$ cat config.mk
export PLATFORM = sky130hd
export DESIGN_NAME = cm_irq_unit
export DESIGN_NICKNAME = d
export VERILOG_FILES = /design/src/rtl/cmirq_pkg.sv /design/src/rtl/cmirq_latch.sv /design/src/rtl/cmirq_pick.sv /design/src/rtl/cmirq_mode.sv /design/src/rtl/cm_irq_unit.sv
export SDC_FILE = /design/constraint.sdc
export NUM_CORES = 1
export LEC_CHECK = 0
export ABC_AREA = 1
export ABC_CLOCK_PERIOD_IN_PS = 3000
export BUFFER_PORTS_ARGS = -buffer_cell sky130_fd_sc_hd__buf_2
export CAP_MARGIN = 20
export CELL_PAD_IN_SITES_DETAIL_PLACEMENT = 2
export CELL_PAD_IN_SITES_GLOBAL_PLACEMENT = 2
export CORE_ASPECT_RATIO = 0.5
export CORE_MARGIN = 3
export CORE_UTILIZATION = 25
export CTS_BUF_LIST = sky130_fd_sc_hd__clkbuf_8
export DETAILED_ROUTE_END_ITERATION = 12
export GPL_TIMING_DRIVEN = 1
export PLACE_DENSITY = 0.85
export SYNTH_ARGS = -nofsm -noshare
export SYNTH_HDL_FRONTEND = slang
export SYNTH_HIERARCHICAL = 1
export SYNTH_SLANG_ARGS = --single-unit
$ cat constraint.sdc
create_clock -name clk -period 3 [get_ports clk]
set_clock_uncertainty 0.05 [all_clocks]
set_input_delay 0.3 -clock clk [delete_from_list [all_inputs] [get_ports clk]]
set_output_delay 0.3 -clock clk [all_outputs]
set_load 0.03 [all_outputs]
$ cat src/rtl/cmirq_pkg.sv
`timescale 1ns/1ps
package cmirq_pkg;
   // Cause indices; lower index means higher priority.
   localparam int IDX_PWR_FAIL  = 0;
   localparam int IDX_PWR_UP    = 1;
   localparam int IDX_MEM_FAULT = 2;
   localparam int IDX_ILLEGAL   = 3;
   localparam int IDX_BOUNDS    = 4;
   localparam int IDX_ARITH     = 5;
   localparam int IDX_IO_DONE   = 6;
   localparam int IDX_RTC       = 7;
   localparam int IDX_IPI       = 8;
   localparam int IDX_EXT0      = 9;
   localparam int N_FIXED       = 9;

   typedef enum logic {
      MODE_NORMAL = 1'b0,
      MODE_CTRL   = 1'b1
   } cpu_mode_e;
endpackage

$ cat src/rtl/cmirq_latch.sv
`timescale 1ns/1ps
module cmirq_latch
   import cmirq_pkg::*;
#(
   parameter int NC = 25,
   parameter int CW = 5
) (
   input  logic          clk,
   input  logic          rst_n,
   input  logic [NC-1:0] src_i,
   input  logic          mask_we_i,
   input  logic [NC-1:0] mask_wdata_i,
   input  logic          clr_en_i,
   input  logic [CW-1:0] clr_idx_i,
   output logic [NC-1:0] pend_o,
   output logic [NC-1:0] mask_o
);
   logic [NC-1:0] mask_q;
   logic [NC-1:0] pend_q;
   logic [NC-1:0] set_v;
   logic [NC-1:0] clr_v;

   always_ff @(posedge clk) begin
      if (!rst_n)         mask_q <= '1;
      else if (mask_we_i) mask_q <= mask_wdata_i;
   end

   for (genvar i = 0; i < NC; i++) begin : g_bit
      if (i == IDX_PWR_FAIL) begin : g_nomask
         assign set_v[i] = src_i[i];
      end else begin : g_mask
         assign set_v[i] = src_i[i] & mask_q[i];
      end
      assign clr_v[i] = clr_en_i && (clr_idx_i == CW'(i));
   end

   // a condition still present wins over a clear in the same cycle
   always_ff @(posedge clk) begin
      if (!rst_n) pend_q <= '0;
      else        pend_q <= (pend_q & ~clr_v) | set_v;
   end

   assign pend_o = pend_q;
   assign mask_o = mask_q;


   latch_gate_chk: assert property (@(posedge clk) disable iff (!rst_n)
      !src_i[IDX_BOUNDS] |=> !pend_q[IDX_BOUNDS] || $past(pend_q[IDX_BOUNDS]));

   pwr_latch_chk: assert property (@(posedge clk) disable iff (!rst_n)
      src_i[IDX_PWR_FAIL] |=> pend_q[IDX_PWR_FAIL]);
endmodule

$ cat src/rtl/cmirq_pick.sv
`timescale 1ns/1ps
module cmirq_pick #(
   parameter int NC = 25,
   parameter int CW = 5
) (
   input  logic [NC-1:0] req_i,
   output logic          any_o,
   output logic [CW-1:0] idx_o
);
   always_comb begin
      any_o = |req_i;
      idx_o = '0;
      for (int i = NC - 1; i >= 0; i--) begin
         if (req_i[i]) idx_o = CW'(i);
      end
   end


   always_comb begin
      lowest_idx_chk: assert (!any_o || (req_i[idx_o] &&
         ((req_i & ((NC'(1) << idx_o) - NC'(1))) == '0)));
   end
endmodule

$ cat src/rtl/cmirq_mode.sv
`timescale 1ns/1ps
module cmirq_mode
   import cmirq_pkg::*;
#(
   parameter int NC        = 25,
   parameter int CW        = 5,
   parameter int HI_LEVELS = 6
) (
   input  logic          clk,
   input  logic          rst_n,
   input  logic [NC-1:0] pend_i,
   input  logic [NC-1:0] mask_i,
   input  logic          ret_i,
   input  logic          pick_any_i,
   input  logic [CW-1:0] pick_idx_i,
   output logic [NC-1:0] elig_o,
   output logic          ctrl_o,
   output logic          trap_o,
   output logic [CW-1:0] cause_o,
   output logic          restore_o
);
   localparam logic [CW-1:0] NO_LEVEL = CW'(NC);

   cpu_mode_e     mode_q;
   logic [CW-1:0] cur_q;
   logic [CW-1:0] cause_q;
   logic          trap_q;
   logic          restore_q;
   logic          in_ctrl;
   logic          ret_ok;

   assign in_ctrl = (mode_q == MODE_CTRL);
   assign ret_ok  = ret_i && in_ctrl;

   for (genvar i = 0; i < NC; i++) begin : g_elig
      logic base;
      assign base = pend_i[i] & (mask_i[i] | 1'(i == IDX_PWR_FAIL));
      if (i < HI_LEVELS) begin : g_hi
         assign elig_o[i] = base & (!in_ctrl | (CW'(i) < cur_q));
      end else begin : g_lo
         assign elig_o[i] = base & !in_ctrl;
      end
   end

   always_ff @(posedge clk) begin
      if (!rst_n) begin
         mode_q    <= MODE_CTRL;
         cur_q     <= NO_LEVEL;
         cause_q   <= '0;
         trap_q    <= 1'b0;
         restore_q <= 1'b0;
      end else begin
         trap_q    <= 1'b0;
         restore_q <= 1'b0;
         if (ret_ok) begin
            mode_q    <= MODE_NORMAL;
            cur_q     <= NO_LEVEL;
            restore_q <= 1'b1;
         end else if (pick_any_i) begin
            mode_q  <= MODE_CTRL;
            cur_q   <= pick_idx_i;
            cause_q <= pick_idx_i;
            trap_q  <= 1'b1;
         end
      end
   end

   assign ctrl_o    = in_ctrl;
   assign trap_o    = trap_q;
   assign cause_o   = cause_q;
   assign restore_o = restore_q;


   lowprio_lock_chk: assert property (@(posedge clk) disable iff (!rst_n)
      trap_q |-> ($past(mode_q) == MODE_NORMAL) || (cause_q < CW'(HI_LEVELS)));

   ret_exit_chk: assert property (@(posedge clk) disable iff (!rst_n)
      ret_i && in_ctrl |=> !in_ctrl && restore_q);

   pwr_preempt_chk: assert property (@(posedge clk) disable iff (!rst_n)
      pend_i[IDX_PWR_FAIL] && (!in_ctrl || cur_q != '0) && !ret_ok
      |=> trap_q && cause_q == '0);

   trap_pulse_chk: assert property (@(posedge clk) disable iff (!rst_n)
      trap_q |=> !trap_q || $past(cause_q) > cause_q);
endmodule

$ cat src/rtl/cm_irq_unit.sv
`timescale 1ns/1ps
module cm_irq_unit
   import cmirq_pkg::*;
#(
   parameter int                N_EXT     = 16,
   parameter int                HI_LEVELS = 6,
   parameter int                VEC_W     = 16,
   parameter logic [VEC_W-1:0]  TRAP_VEC  = 16'h0040,
   localparam int               NC        = N_FIXED + N_EXT,
   localparam int               CW        = $clog2(NC + 1)
) (
   input  logic             clk,
   input  logic             rst_n,
   input  logic             pwr_fail_i,
   input  logic             pwr_up_i,
   input  logic             mem_fault_i,
   input  logic             bounds_i,
   input  logic             arith_ovf_i,
   input  logic             io_done_i,
   input  logic             rtc_ovf_i,
   input  logic             ipi_i,
   input  logic [N_EXT-1:0] ext_req_i,
   input  logic             mask_we_i,
   input  logic [NC-1:0]    mask_wdata_i,
   input  logic             priv_op_i,
   input  logic             ack_valid_i,
   input  logic [CW-1:0]    ack_idx_i,
   input  logic             ret_i,
   output logic             ctrl_mode_o,
   output logic             op_ok_o,
   output logic             trap_o,
   output logic [CW-1:0]    trap_cause_o,
   output logic [VEC_W-1:0] trap_vec_o,
   output logic             save_stb_o,
   output logic             restore_stb_o,
   output logic [NC-1:0]    pending_o,
   output logic [NC-1:0]    mask_o
);
   if (N_EXT < 1 || N_EXT > 32) begin : g_bad_ext
      $error("cm_irq_unit: N_EXT must lie in 1..32");
   end
   if (HI_LEVELS < 1 || HI_LEVELS > N_FIXED) begin : g_bad_hi
      $error("cm_irq_unit: HI_LEVELS must lie in 1..N_FIXED");
   end

   logic [NC-1:0] src;
   logic [NC-1:0] pend;
   logic [NC-1:0] mask;
   logic [NC-1:0] elig;
   logic          pick_any;
   logic [CW-1:0] pick_idx;
   logic          ctrl;
   logic          attempt;
   logic          illegal;

   assign attempt = priv_op_i | mask_we_i | ack_valid_i | ret_i;
   assign illegal = attempt & ~ctrl;

   assign src[IDX_PWR_FAIL]    = pwr_fail_i;
   assign src[IDX_PWR_UP]      = pwr_up_i;
   assign src[IDX_MEM_FAULT]   = mem_fault_i;
   assign src[IDX_ILLEGAL]     = illegal;
   assign src[IDX_BOUNDS]      = bounds_i;
   assign src[IDX_ARITH]       = arith_ovf_i;
   assign src[IDX_IO_DONE]     = io_done_i;
   assign src[IDX_RTC]         = rtc_ovf_i;
   assign src[IDX_IPI]         = ipi_i;
   assign src[NC-1:IDX_EXT0]   = ext_req_i;

   cmirq_latch #(.NC(NC), .CW(CW)) u_latch (
      .clk          (clk),
      .rst_n        (rst_n),
      .src_i        (src),
      .mask_we_i    (mask_we_i & ctrl),
      .mask_wdata_i (mask_wdata_i),
      .clr_en_i     (ack_valid_i & ctrl),
      .clr_idx_i    (ack_idx_i),
      .pend_o       (pend),
      .mask_o       (mask)
   );

   cmirq_mode #(.NC(NC), .CW(CW), .HI_LEVELS(HI_LEVELS)) u_mode (
      .clk        (clk),
      .rst_n      (rst_n),
      .pend_i     (pend),
      .mask_i     (mask),
      .ret_i      (ret_i),
      .pick_any_i (pick_any),
      .pick_idx_i (pick_idx),
      .elig_o     (elig),
      .ctrl_o     (ctrl),
      .trap_o     (trap_o),
      .cause_o    (trap_cause_o),
      .restore_o  (restore_stb_o)
   );

   cmirq_pick #(.NC(NC), .CW(CW)) u_pick (
      .req_i (elig),
      .any_o (pick_any),
      .idx_o (pick_idx)
   );

   assign ctrl_mode_o = ctrl;
   assign op_ok_o     = priv_op_i & ctrl;
   assign save_stb_o  = trap_o;
   assign trap_vec_o  = TRAP_VEC;
   assign pending_o   = pend;
   assign mask_o      = mask;


   mask_guard_chk: assert property (@(posedge clk) disable iff (!rst_n)
      mask_we_i && !ctrl_mode_o |=> $stable(mask_o));

   illegal_raise_chk: assert property (@(posedge clk) disable iff (!rst_n)
      attempt && !ctrl_mode_o && mask_o[IDX_ILLEGAL] |=> pending_o[IDX_ILLEGAL]);

   trap_mode_chk: assert property (@(posedge clk) disable iff (!rst_n)
      trap_o |-> ctrl_mode_o && save_stb_o);
endmodule

==> results of run 1 <==
-- metrics by stage --
| step | hold slack (ns) | power (mW) | worst slack, ns | instance area [um2] |
|---|---|---|---|---|
| after floorplan | 0.319 | 1.41 | 0.687 | 3230 |
| after CTS | 0.0823 | 2.39 | 0.420 | 4060 |
| final | 0.0918 | 2.38 | 0.360 | 4060 |
| after global placement | 0.386 | 1.58 | 0.652 | 3860 |
| after global routing | 0.0851 | 2.50 | 0.128 | 4060 |
| after detailed placement | 0.403 | 1.61 | 0.466 | 3860 |
-- flip-flops by register name, indices dropped and copies added (netlist names) --
name and cells:
u_mode/restore_o 1, u_mode/cur_q 5, u_latch/mask_o 25, u_mode/trap_o 1, u_mode/cause_o 5, u_mode/ctrl_o 1, u_latch/pend_o 25
-- how the worst max path moves through the flow --
stage	startpoint	to	cells after the start
6_report	u_mode/ctrl_o	u_mode/cur_q[1]	12
5_1_grt	u_mode/ctrl_o	u_mode/ctrl_o	7
4_1_cts	u_mode/ctrl_o	u_mode/cause_o[0]	12
3_5_place_dp	u_mode/ctrl_o	u_mode/cur_q[1]	9
3_3_place_gp	u_mode/ctrl_o	u_mode/cause_o[1]	12
2_1_floorplan	u_mode/ctrl_o	u_mode/cause_o[1]	11
-- worst register-to-register path, cell delays in order, from the launching register on --
cell and delay [ns]:
dfxtp_1 0.62, buf_4 0.29, nand4_1 0.13, nand2_1 0.10, inv_1 0.05, nor4_1 0.28, inv_1 0.10, nor2_1 0.20
nand3_1 0.31, nand2_4 0.23, nor2_4 0.07, nand2_2 0.07, nand2_1 0.05
-- Yosys cell counts, drive strengths merged --
cell type and number:
a211oi 1, a21boi 1, a21oi 32, buf 31
bufinv 2, clkinv 1, conb 2, dfxtp 63
inv 43, nand2 177, nand3 71, nand4 1
nor2 48, nor3 1, nor3b 1, nor4 2
o21ai 2, o311ai 1, or2 1
-- cell usage in the layout, fill, tap and decap left out --
cell          n
bufinv_16     1
nor3_1        1
clkbuf_8      9
nor2_2        5
clkinvlp_4    2
nand3_1      70
nand2_4       2
nor3b_1       1
nor4_1        2
a21oi_2       2
dfxtp_1      63
a21oi_4       1
nor2_4        2
inv_2         6
or2_2         1
o21ai_0       2
nand3_2       1
clkinv_4      3
buf_4         4
nor2_1       41
bufinv_8      2
a21oi_1      29
o311ai_1      1
conb_1       16
inv_1        38
nand2_1     173
buf_2       119
nand4_1       1
clkinv_1      1
a211oi_1      1
nand2_2       2
a21boi_1      1
-- layout make-up --
cell class / count / area [um2]
tap: 165 / 206
timing repair buffer: 123 / 626
sequential: 63 / 1260
fill: 1546 / 8070
clock inverter: 7 / 75.1
clock buffer: 9 / 124
inverter: 46 / 200
multi-input combinational: 355 / 1560
-- power breakdown --
group	switching [mW]	total [mW]	internal, mW
registers	0.0690	0.979	0.910
logic	0.446	0.625	0.178
clock network	0.389	0.774	0.384
total	0.905	2.38	1.47
-- cells by family (layout without fill, tap and decap cells) --
logic type / count (synthesis) / count (layout) / share of synthesized area
buffers and inverters: 77 / 185 / 0.129
and+or+nand+nor: 302 / 302 / 0.405
AOI/OAI and AO/OA: 37 / 37 / 0.0669
other: 2 / 16 / 0.00236
DFF: 63 / 63 / 0.396
-- routing by layer --
metal | track usage | vias to the layer above | share of wire
met1 | 0.241 | 1738 | 0.46
met5 | 0 | - | 0
met2 | 0.330 | 87 | 0.48
met3 | 0.0492 | 25 | 0.042
met4 | 0.0589 | 0 | 0.020
li1 | - | 1716 | -
==> metrics.md, run 1 <==
| Metric | Value |
|---|---|
| Placed instance count | `752` |
| Cell family with the largest share of critical-path delay | `simple AND/OR/NAND/NOR gates` |
| Arrival @ worst endpoint | `2.86 ns` |
| Initial antenna violation count | `0` |
| Detailed Route WL | `13.4 mm` |
| Status | `finished clean` |
| Worst ir drop on vdd | `approximately 0.00021 V` |
| Cell at the root of the clock tree | `clkbuf_8` |
| R2R Setup Slk | `0.36 ns` |
| Die Wd | `around 170 um` |
| Unrepaired setup endpoints after global routing | `no` |
| Fin. Hold Viols | `0` |
| Gates resized, CTS repair | `0` |
| Hold_buf cts | `0` |
| Final total negative setup slack | `0 ns` |
| Crit path capture type | `flip-flop` |
| Slew @ Worst Pin | `0.545 ns` |
| TritonCTS clock tree | `built` |
| Clock buffer count from CTS | `9` |
| Number of antenna cells inserted | `0` |
| Setup repair bufs after CTS | `0` |
| Overflow left after global routing | `0` |
| Cell types occupying the most area after synthesis | `dfxtp_1 (40%), nand2_1 (20%), nand3_1 (11%)` |
| Hold Path Cell Cnt | `3` |
| Post-Syn Area per Cell | `6.61 um2` |
| Via density | `4.64` |
| Number of unique standard cell types used by synthesis | `29` |
| Count of TritonRoute iterations in the first routing pass | `4` |
| Maximum clock frequency | `379 MHz` |
| Total of flip-flops plus latches after synthesis | `63` |
| Reported max-cap violation count | `0` |
| Top-area cell type share of the netlist area | `0.396` |
| Crit Path Category | `flip-flop to flip-flop` |
| Required time worst endpoint | `around 3.2 ns` |
| Die H | `85.8 um` |
| Sequential element share of the synthesized area | `0.396` |
| Series of cell instances along the critical path | `buf_4 -> nand4_1 -> nand2_1 -> inv_1 -> nor4_1 -> inv_1 -> nor2_1 -> nand3_1 -> nand2_4 -> nor2_4 -> nand2_2 -> nand2_1` |
| Count of standard-cell rows | `28` |
| Total via count in the routed design | `3,566` |
| Worst flop-to-flop path endpoint | `u_mode/cur_q[1]` |
| Number of violations reported at the end of detailed-routing iteration 0 | `160` |
| Max clock buf depth | `2` |
| Core utilization of the finished layout | `0.335` |
| Nets@finish | `approximately 660` |
| Cell accounting for the most synthesized area | `dfxtp_1` |
| Fraction of final layout cells sized beyond drive strength 1 | `0.269` |
| Total Routing Usage GR | `0.193` |
| H-Tree Depth | `3` |
| Floorplan die area | `0.0142 mm2` |
| Critical path startpoint category | `flip-flop` |
| Cell count after synthesis | `481` |
| Number of global-route vias before repair | `3,894` |
| Number of nets still failing antenna checks after routing | `0` |
| Clock-pin slew on the worst setup and hold paths | `0.08 ns` |
| Worst rel slew slack | `0.636` |
| Hold path start | `mask_wdata_i[3]` |
| HPWL reported at the end of detailed placement | `just under 10 mm` |
| Area growth from synthesis to layout | `27.4%` |
| Critical Path Slowest Stage Cell | `dfxtp_1` |
| Initial Utilization | `0.262` |
| Later-pin clock latency in the skew report | `0.37 ns` |
| Worst Path Max Fanout | `13` |
| Reg2Reg Depth | `12` |
| Port Buf Inserts | `119` |
| Routability congestion estimate from global placement | `0.841` |
| Final setup violation count | `0` |
| Final critical path time including I/O delays and setup | `2.64 ns` |
| Combined buffer and inverter count along the critical path | `3` |
| Pin count of the biggest net entering global routing | `26` |
| Biggest cell delay along the critical path | `0.62 ns` |
| Final-report max-slew violation count | `0` |
| Number of ports placed on the die boundary | `136` |
| Yosys warns | `6` |
| Detail-routed net length per standard cell | `17.5 um` |
| Pleak | `slightly above 2 nW` |
| WHS Endpoint | `u_latch/mask_o[3]` |
| Sinks on the clock net | `63` |
| Count of unresolved DRC violations after routing | `0` |
| R2R Path Start | `u_mode/ctrl_o` |
| Final cell count without fillers | `768` |
| Netlist area before placement | `0.00318 mm2` |
| Power per cell area | `just under 600 mW/mm2` |
| Portion of the clock cycle consumed by the worst path in the final layout | `0.880` |
| Path category of the worst min-delay check | `primary input to flip-flop` |
| Standard cell core area | `0.0121 mm2` |
| Wire length of the first global-routing pass | `21.2 mm` |
Power figures use the tool's default switching activity.
==> inputs of run 2 (changes only) <==
- ABC_AREA: 1 -> default
- CORE_UTILIZATION: 25 -> 27
- PLACE_DENSITY: 0.85 -> 0.86
==> run 2 against run 1 <==
- sequential share of layout area increased by 1.1 points
- synthesized area decreased by 3.6%
- via count decreased by 15%
- first-iteration DRC count decreased by 32%
- sequential power decreased by 2.0%
- critical endpoint is now u_mode/trap_o
- largest cell class unchanged
==> metrics.md, run 2 <==
| Metric | Value |
|---|---|
| Status | `finished clean (unchanged)` |
| Post-Syn Area per Cell | `8.29 um2 (was 6.61 um2)` |
| Clock buffer count from CTS | `9 (unchanged)` |
| Yosys warns | `6 (unchanged)` |
| Biggest cell delay along the critical path | `0.56 ns (was 0.62 ns)` |
| Number of nets still failing antenna checks after routing | `0 (unchanged)` |
| Total Routing Usage GR | `0.174 (was 0.193)` |
| Fin. Hold Viols | `0 (unchanged)` |
| Total non-filler cell area in the finished layout | `0.00392 mm2 (was 0.00406 mm2)` |
| Wire length of the first global-routing pass | `17.2 mm (was 21.2 mm)` |
| Sinks on the clock net | `63 (unchanged)` |
| Floorplan die area | `0.0128 mm2 (was 0.0142 mm2)` |
| Number of violations reported at the end of detailed-routing iteration 0 | `109 (was 160)` |
| Met2 wire length | `5.45 mm (was 6.42 mm)` |
| Unrepaired setup endpoints after global routing | `no (unchanged)` |
| R2R Setup Slk | `0.34 ns (was 0.36 ns)` |
| Most common flop cell mapped by yosys | `dfxtp_1 (unchanged)` |
| Number of global-route vias before repair | `3,213 (was 3,894)` |
| Count of standard-cell rows | `26 (was 28)` |
| Total of flip-flops plus latches after synthesis | `63 (unchanged)` |
| Reported max-cap violation count | `0 (unchanged)` |
| Slew @ Worst Pin | `0.862 ns (was 0.545 ns)` |
| Most common cell after layout, fill and taps aside | `buf_2 (was nand2_1)` |
| Pleak | `1.86 nW (was 2.08 nW)` |
| Met3 WL post-DR | `594 um (was 559 um)` |
| Cell at the root of the clock tree | `clkbuf_8 (unchanged)` |
| Detailed Route WL | `11.1 mm (was 13.4 mm)` |
| Final setup violation count | `0 (unchanged)` |
| EDFF count, synth | `0 (unchanged)` |
| Standard cell core area | `0.0106 mm2 (was 0.0121 mm2)` |
| Combined buffer and inverter count along the critical path | `1 (was 3)` |
| Portion of the clock cycle consumed by the worst path in the final layout | `0.886 (was 0.880)` |
| Die Wd | `157 um (was 166 um)` |
| Area growth from synthesis to layout | `27.9% (was 27.4%)` |
| Cell types occupying the most area after synthesis | `dfxtp_1 (41%), mux2i_1 (11%), nand2_1 (11%) (was dfxtp_1 (40%), nand2_1 (20%), nand3_1 (11%))` |
| Power per cell area | `574 mW/mm2 (was 586 mW/mm2)` |
| List of most frequent post-synthesis cells | `nand2_1 (87), dfxtp_1 (63), mux2i_1 (35), nor2_1 (32), a21boi_1 (25) (was nand2_1 (173), nand3_1 (70), dfxtp_1 (63), nor2_1 (41), inv_1 (37))` |
| Final-report max-slew violation count | `0 (unchanged)` |
| Count of TritonRoute iterations in the first routing pass | `4 (unchanged)` |
| Pin count of the biggest net entering global routing | `37 (was 26)` |
| Crit Path Category | `flip-flop to flip-flop (unchanged)` |
| Port Buf Inserts | `119 (unchanged)` |
| Path category of the worst min-delay check | `primary input to flip-flop (unchanged)` |
| Number of ports placed on the die boundary | `136 (unchanged)` |
| Routability congestion estimate from global placement | `0.842 (was 0.841)` |
| Arrival @ worst endpoint | `2.85 ns (was 2.86 ns)` |
| Final total negative setup slack | `0 ns (unchanged)` |
| Max clock buf depth | `2 (unchanged)` |
| Top-area cell type share of the netlist area | `0.411 (was 0.396)` |
| Count of unresolved DRC violations after routing | `0 (unchanged)` |
| Netlist area before placement | `0.00307 mm2 (was 0.00318 mm2)` |
| Required time worst endpoint | `3.19 ns (was 3.22 ns)` |
| Die H | `81.4 um (was 85.8 um)` |
| H-Tree Depth | `3 (unchanged)` |
| Initial antenna violation count | `0 (unchanged)` |
| Number of unique standard cell types used by synthesis | `44 (was 29)` |
| Overflow left after global routing | `0 (unchanged)` |
| Worst rel slew slack | `0.426 (was 0.636)` |
| Critical Path Slowest Stage Cell | `or4b_4 (was dfxtp_1)` |
| Commonest cells after routing, fill and taps aside | `buf_2 (119), nand2_1 (87), dfxtp_1 (63), mux2i_1 (35), nor2_1 (32) (was nand2_1 (173), buf_2 (119), nand3_1 (70), dfxtp_1 (63), nor2_1 (41))` |
| Total via count in the routed design | `3,042 (was 3,566)` |
| Sequential element share of the synthesized area | `0.411 (was 0.396)` |
| Critical path startpoint category | `flip-flop (unchanged)` |
| Crit path capture type | `flip-flop (unchanged)` |
| Cell accounting for the most synthesized area | `dfxtp_1 (unchanged)` |
| Later-pin clock latency in the skew report | `0.35 ns (was 0.37 ns)` |
| Cell Area, Placed | `0.00373 mm2 (was 0.00386 mm2)` |
| TritonCTS clock tree | `built (unchanged)` |
| Met1 routed wirelength after detailed routing | `4.97 mm (was 6.20 mm)` |
| Nets@finish | `547 (was 658)` |
| Number of antenna cells inserted | `0 (unchanged)` |
| Setup repair bufs after CTS | `0 (unchanged)` |
| Gates resized, CTS repair | `0 (unchanged)` |
| Number of filler cells placed in the layout | `1,249 (was 1,546)` |
| Detail-routed net length per standard cell | `17.6 um (was 17.5 um)` |
| Worst ir drop on vdd | `0.000179 V (was 0.000209 V)` |
| HPWL reported at the end of detailed placement | `8.43 mm (was 9.72 mm)` |
| Maximum clock frequency | `376 MHz (was 379 MHz)` |
| Most frequent cell after synthesis | `nand2_1 (unchanged)` |
| Worst Path Max Fanout | `7 (was 13)` |
| Hold_buf cts | `0 (unchanged)` |
| Initial Utilization | `0.288 (was 0.262)` |
| Series of cell instances along the critical path | `or4b_4 -> o211a_1 -> nor4_1 -> nand4_1 -> buf_4 -> a21boi_2 -> and2_1 (was buf_4 -> nand4_1 -> nand2_1 -> inv_1 -> nor4_1 -> inv_1 -> nor2_1 -> nand3_1 -> nand2_4 -> nor2_4 -> nand2_2 -> nand2_1)` |
| Top Layer Used | `met4 (unchanged)` |
| Cell count after synthesis | `370 (was 481)` |
| Fraction of final layout cells sized beyond drive strength 1 | `0.289 (was 0.269)` |
| Share of async-settable or async-resettable flops after synthesis | `0 (unchanged)` |
| Via density | `4.81 (was 4.64)` |
| Clock-pin slew on the worst setup and hold paths | `0.07 ns (was 0.08 ns)` |
| Final critical path time including I/O delays and setup | `2.66 ns (was 2.64 ns)` |
| Cell family with the largest share of critical-path delay | `simple AND/OR/NAND/NOR gates (unchanged)` |
[run 2: worst paths after layout]
path	from	to	cells after the start
max	u_mode/cur_q[2]	u_mode/trap_o	7
min	mask_wdata_i[20]	u_latch/mask_o[20]	3
max reg2reg	u_mode/cur_q[2]	u_mode/trap_o	7
min reg2reg	u_mode/cause_o[1]	u_mode/cause_o[1]	2
[run 2: power by group]
part	total [mW]	switching (mW)	internal [mW]
Combinational	0.558	0.369	0.189
Clock	0.734	0.338	0.396
Sequential	0.959	0.0556	0.903
Total	2.25	0.763	1.49
[run 2: metal layers]
layer | up-vias | global-route usage
li1 | 1477 | -
met1 | 1478 | 0.212
met2 | 75 | 0.309
met3 | 12 | 0.0484
met4 | 0 | 0.0410
met5 | - | 0
[run 2: stage by stage]
stage / worst slack, ns / power, mW / util / hold slack (ns) / instances
2_1_floorplan: 0.315 / 1.36 / - / 0.378 / 384
3_3_place_gp: 0.529 / 1.51 / 0.351 / 0.397 / 616
3_5_place_dp: 0.414 / 1.53 / 0.351 / 0.416 / 616
4_1_cts: 0.374 / 2.28 / 0.369 / 0.102 / 632
5_1_grt: 0.206 / 2.37 / 0.369 / 0.107 / 632
6_report: 0.342 / 2.25 / 0.369 / 0.113 / 632
[run 2: cells by family after synthesis]
family                 Yosys count  share of synthesized area
other                            2                    0.00245
multiplexers                    35                      0.114
AND/OR/NAND/NOR                163                      0.247
flip-flops                      63                      0.411
buffers and inverters           33                     0.0641
AO/OA/AOI/OAI                   74                      0.161
[run 2: worst register-to-register path, delay by kind of cell (launching register included)]
kind | cells | cell delay [ns]
buf+inv | 1 | 0.21
flops | 1 | 0.35
compound gates | 2 | 0.53
simple gates | 4 | 1.41
[run 2: layout make-up]
| type | count | area [um2] | area share |
|---|---|---|---|
| Multi-Input combinational cell | 288 | 1660 | 0.424 |
| Sequential cell | 63 | 1260 | 0.322 |
| Timing Repair Buffer | 123 | 626 | 0.160 |
| Tap cell | 140 | 175 | 0.0447 |
| Clock buffer | 10 | 138 | 0.0351 |
| Clock inverter | 6 | 52.6 | 0.0134 |
| Inverter | 2 | 7.51 | 0.00191 |
==> inputs of run 3 (changes only) <==
- BUFFER_PORTS_ARGS: -buffer_cell sky130_fd_sc_hd__buf_2 -> -buffer_cell sky130_fd_sc_hd__clkbuf_2
==> run 3 against run 2 <==
- non-clock buffer count did not move
- die area is the same
- core utilization decreased by 0.22 points
- via count shrank 0.72%
- global-route usage decreased by 0.46 points
==> metrics.md, run 3 (synthesis gave the netlist of run 2 again) <==
| Metric | Value |
|---|---|
| Area taken by multi-input logic gates | `0.00166 mm2 (unchanged)` |
| Unrepaired setup endpoints after global routing | `no (unchanged)` |
| Nets@finish | `547 (unchanged)` |
| Later-pin clock latency in the skew report | `0.35 ns (about the same)` |
| Port Buf Inserts | `119 (unchanged)` |
| Gates resized, CTS repair | `0 (unchanged)` |
| Fin. Hold Viols | `0 (unchanged)` |
| Met2 demand-to-capacity share in global routing | `0.303 (was 0.309)` |
| Critical Path Slowest Stage Cell | `or4b_4 (unchanged)` |
| WHS | `0.118 ns (was 0.113 ns)` |
| Total via count in the routed design | `3,020 (was 3,042)` |
| Arrival @ worst endpoint | `2.75 ns (was 2.85 ns)` |
| Required time worst endpoint | `3.19 ns (about the same)` |
| Initial antenna violation count | `0 (unchanged)` |
| Count of unresolved DRC violations after routing | `0 (unchanged)` |
| Area growth from synthesis to layout | `27.1% (was 27.9%)` |
| Number of global-route vias before repair | `3,198 (was 3,213)` |
| Combined buffer and inverter count along the critical path | `1 (unchanged)` |
| Final setup violation count | `0 (unchanged)` |
| Total Routing Usage GR | `0.170 (was 0.174)` |
| Most common cell after layout, fill and taps aside | `clkbuf_2 (was buf_2)` |
| Final-report max-slew violation count | `0 (unchanged)` |
| Slew @ Worst Pin | `0.861 ns (was 0.862 ns)` |
| Sinks on the clock net | `63 (unchanged)` |
| Setup repair bufs after CTS | `0 (unchanged)` |
| Number of antenna cells inserted | `0 (unchanged)` |
| HPWL reported at the end of detailed placement | `8.48 mm (was 8.43 mm)` |
| Standard cell core area | `0.0106 mm2 (unchanged)` |
| Cell family with the largest share of critical-path delay | `simple AND/OR/NAND/NOR gates (unchanged)` |
| Met3 Use GR | `0.0506 (was 0.0484)` |
| TritonCTS clock tree | `built (unchanged)` |
| Reg area | `0.00126 mm2 (unchanged)` |
| Portion of the clock cycle consumed by the worst path in the final layout | `0.853 (was 0.886)` |
| Worst flop-to-flop path endpoint | `u_mode/trap_o (unchanged)` |
| Initial Utilization | `0.288 (unchanged)` |
| Maximum clock frequency | `391 MHz (was 376 MHz)` |
| Core utilization of the finished layout | `0.366 (was 0.369)` |
| Setup slack of the critical path after layout | `0.440 ns (was 0.342 ns)` |
| Pre-CTS setup slack | `0.452 ns (was 0.414 ns)` |
| Cell at the root of the clock tree | `clkbuf_8 (unchanged)` |
| Final critical path time including I/O delays and setup | `2.56 ns (was 2.66 ns)` |
| Commonest cells after routing, fill and taps aside | `clkbuf_2 (119), nand2_1 (87), dfxtp_1 (63), mux2i_1 (35), nor2_1 (32) (was buf_2 (119), nand2_1 (87), dfxtp_1 (63), mux2i_1 (35), nor2_1 (32))` |
| R2R Path Start | `u_mode/cur_q[2] (unchanged)` |
| Number of nets still failing antenna checks after routing | `0 (unchanged)` |
| Detail-routed net length per standard cell | `17.0 um (was 17.6 um)` |
| Number of gates on the worst path with buffers counted | `7 (unchanged)` |
| Detailed Route WL | `10.7 mm (was 11.1 mm)` |
| Final total negative setup slack | `0 ns (unchanged)` |
| Number of violations reported at the end of detailed-routing iteration 0 | `136 (was 109)` |
| Crit Path Category | `flip-flop to flip-flop (unchanged)` |
| Count of standard-cell rows | `26 (unchanged)` |
| Number of ports placed on the die boundary | `136 (unchanged)` |
| Worst ir drop on vdd | `0.000179 V (about the same)` |
| Reported max-cap violation count | `0 (unchanged)` |
| Critical path startpoint category | `flip-flop (unchanged)` |
| Crit path capture type | `flip-flop (unchanged)` |
| Count of TritonRoute iterations in the first routing pass | `4 (unchanged)` |
| Hold_buf cts | `0 (unchanged)` |
| Wire length of the first global-routing pass | `16.6 mm (was 17.2 mm)` |
| Pleak | `1.87 nW (was 1.86 nW)` |
| Clock buffer count from CTS | `9 (unchanged)` |
| Path category of the worst min-delay check | `primary input to flip-flop (unchanged)` |
| Worst Setup EP | `u_mode/trap_o (unchanged)` |
| Max clock buf depth | `2 (unchanged)` |
| Status | `finished clean (unchanged)` |
| Worst Path Max Fanout | `7 (unchanged)` |
| Post-layout power | `2.19 mW (was 2.25 mW)` |
| Die H | `81.4 um (unchanged)` |
| Fraction of final layout cells sized beyond drive strength 1 | `0.284 (was 0.289)` |
| Number of filler cells placed in the layout | `1,265 (was 1,249)` |
| Met1 global-route usage | `0.206 (was 0.212)` |
| Source of the critical timing path | `u_mode/cur_q[2] (unchanged)` |
| Routability congestion estimate from global placement | `0.841 (was 0.842)` |
| Pin count of the biggest net entering global routing | `37 (unchanged)` |
| Series of cell instances along the critical path | `or4b_4 -> o211a_1 -> nor4_1 -> nand4_1 -> buf_4 -> a21boi_2 -> and2_1 (unchanged)` |
| Via density | `4.80 (was 4.81)` |
| Die Wd | `157 um (unchanged)` |
| R2R Setup Slk | `0.44 ns (was 0.34 ns)` |
| Reg2Reg Depth | `7 (unchanged)` |
| GRT busiest layer | `met2 (unchanged)` |
| Biggest cell delay along the critical path | `0.55 ns (was 0.56 ns)` |
| Clock-pin slew on the worst setup and hold paths | `0.07 ns (about the same)` |
| Power per cell area | `562 mW/mm2 (was 574 mW/mm2)` |
| H-Tree Depth | `3 (unchanged)` |
| Floorplan die area | `0.0128 mm2 (unchanged)` |
| Worst rel slew slack | `0.426 (about the same)` |
| Overflow left after global routing | `0 (unchanged)` |
## run 3: per-stage QoR
| step | instances | instance area, um2 |
|---|---|---|
| floorplan | 384 | 3120 |
| global placement | 616 | 3730 |
| detailed placement | 616 | 3730 |
| CTS | 629 | 3900 |
| global route | 629 | 3900 |
| finish | 629 | 3900 |
## run 3: final cells by class
type / instances / share of cell area
inverter: 2 / 0.00193
clock buffer: 9 / 0.0318
timing repair buffer: 123 / 0.161
tap: 140 / 0.0449
sequential: 63 / 0.324
clock inverter: 4 / 0.0109
multi-input combinational: 288 / 0.426
## run 3: worst min-delay path by stage
stage / from / endpoint / slack (ns) / cells after the start
2_1_floorplan: mask_wdata_i[0] / u_latch/mask_o[0] / 0.38 / 2
3_3_place_gp: u_mode/cause_o[0] / u_mode/cause_o[0] / 0.40 / 2
3_5_place_dp: u_mode/cause_o[2] / u_mode/cause_o[2] / 0.41 / 2
4_1_cts: mask_wdata_i[21] / u_latch/mask_o[21] / 0.10 / 3
5_1_grt: mask_wdata_i[10] / u_latch/mask_o[10] / 0.10 / 3
6_report: mask_wdata_i[21] / u_latch/mask_o[21] / 0.12 / 3
## run 3: metal layers
metal,routed length (um),share of wire
met5,0,0
met2,5260,0.49
met3,472,0.044
met1,4910,0.46
met4,47,0.0044
## run 3: worst min-delay path: cells and delay by family
kind | cells | cell delay [ns]
multiplexers | 1 | 0.05
buffers and inverters | 1 | 0.07
AND/OR/NAND/NOR | 1 | 0.06
## run 3: power by group
part           switching (mW)  total, mW  leakage (nW)  internal (mW)
Combinational           0.364      0.551          1.26          0.187
Sequential             0.0572      0.961         0.523          0.904
Clock                   0.316      0.678        0.0934          0.362
Total                   0.737       2.19          1.87           1.45
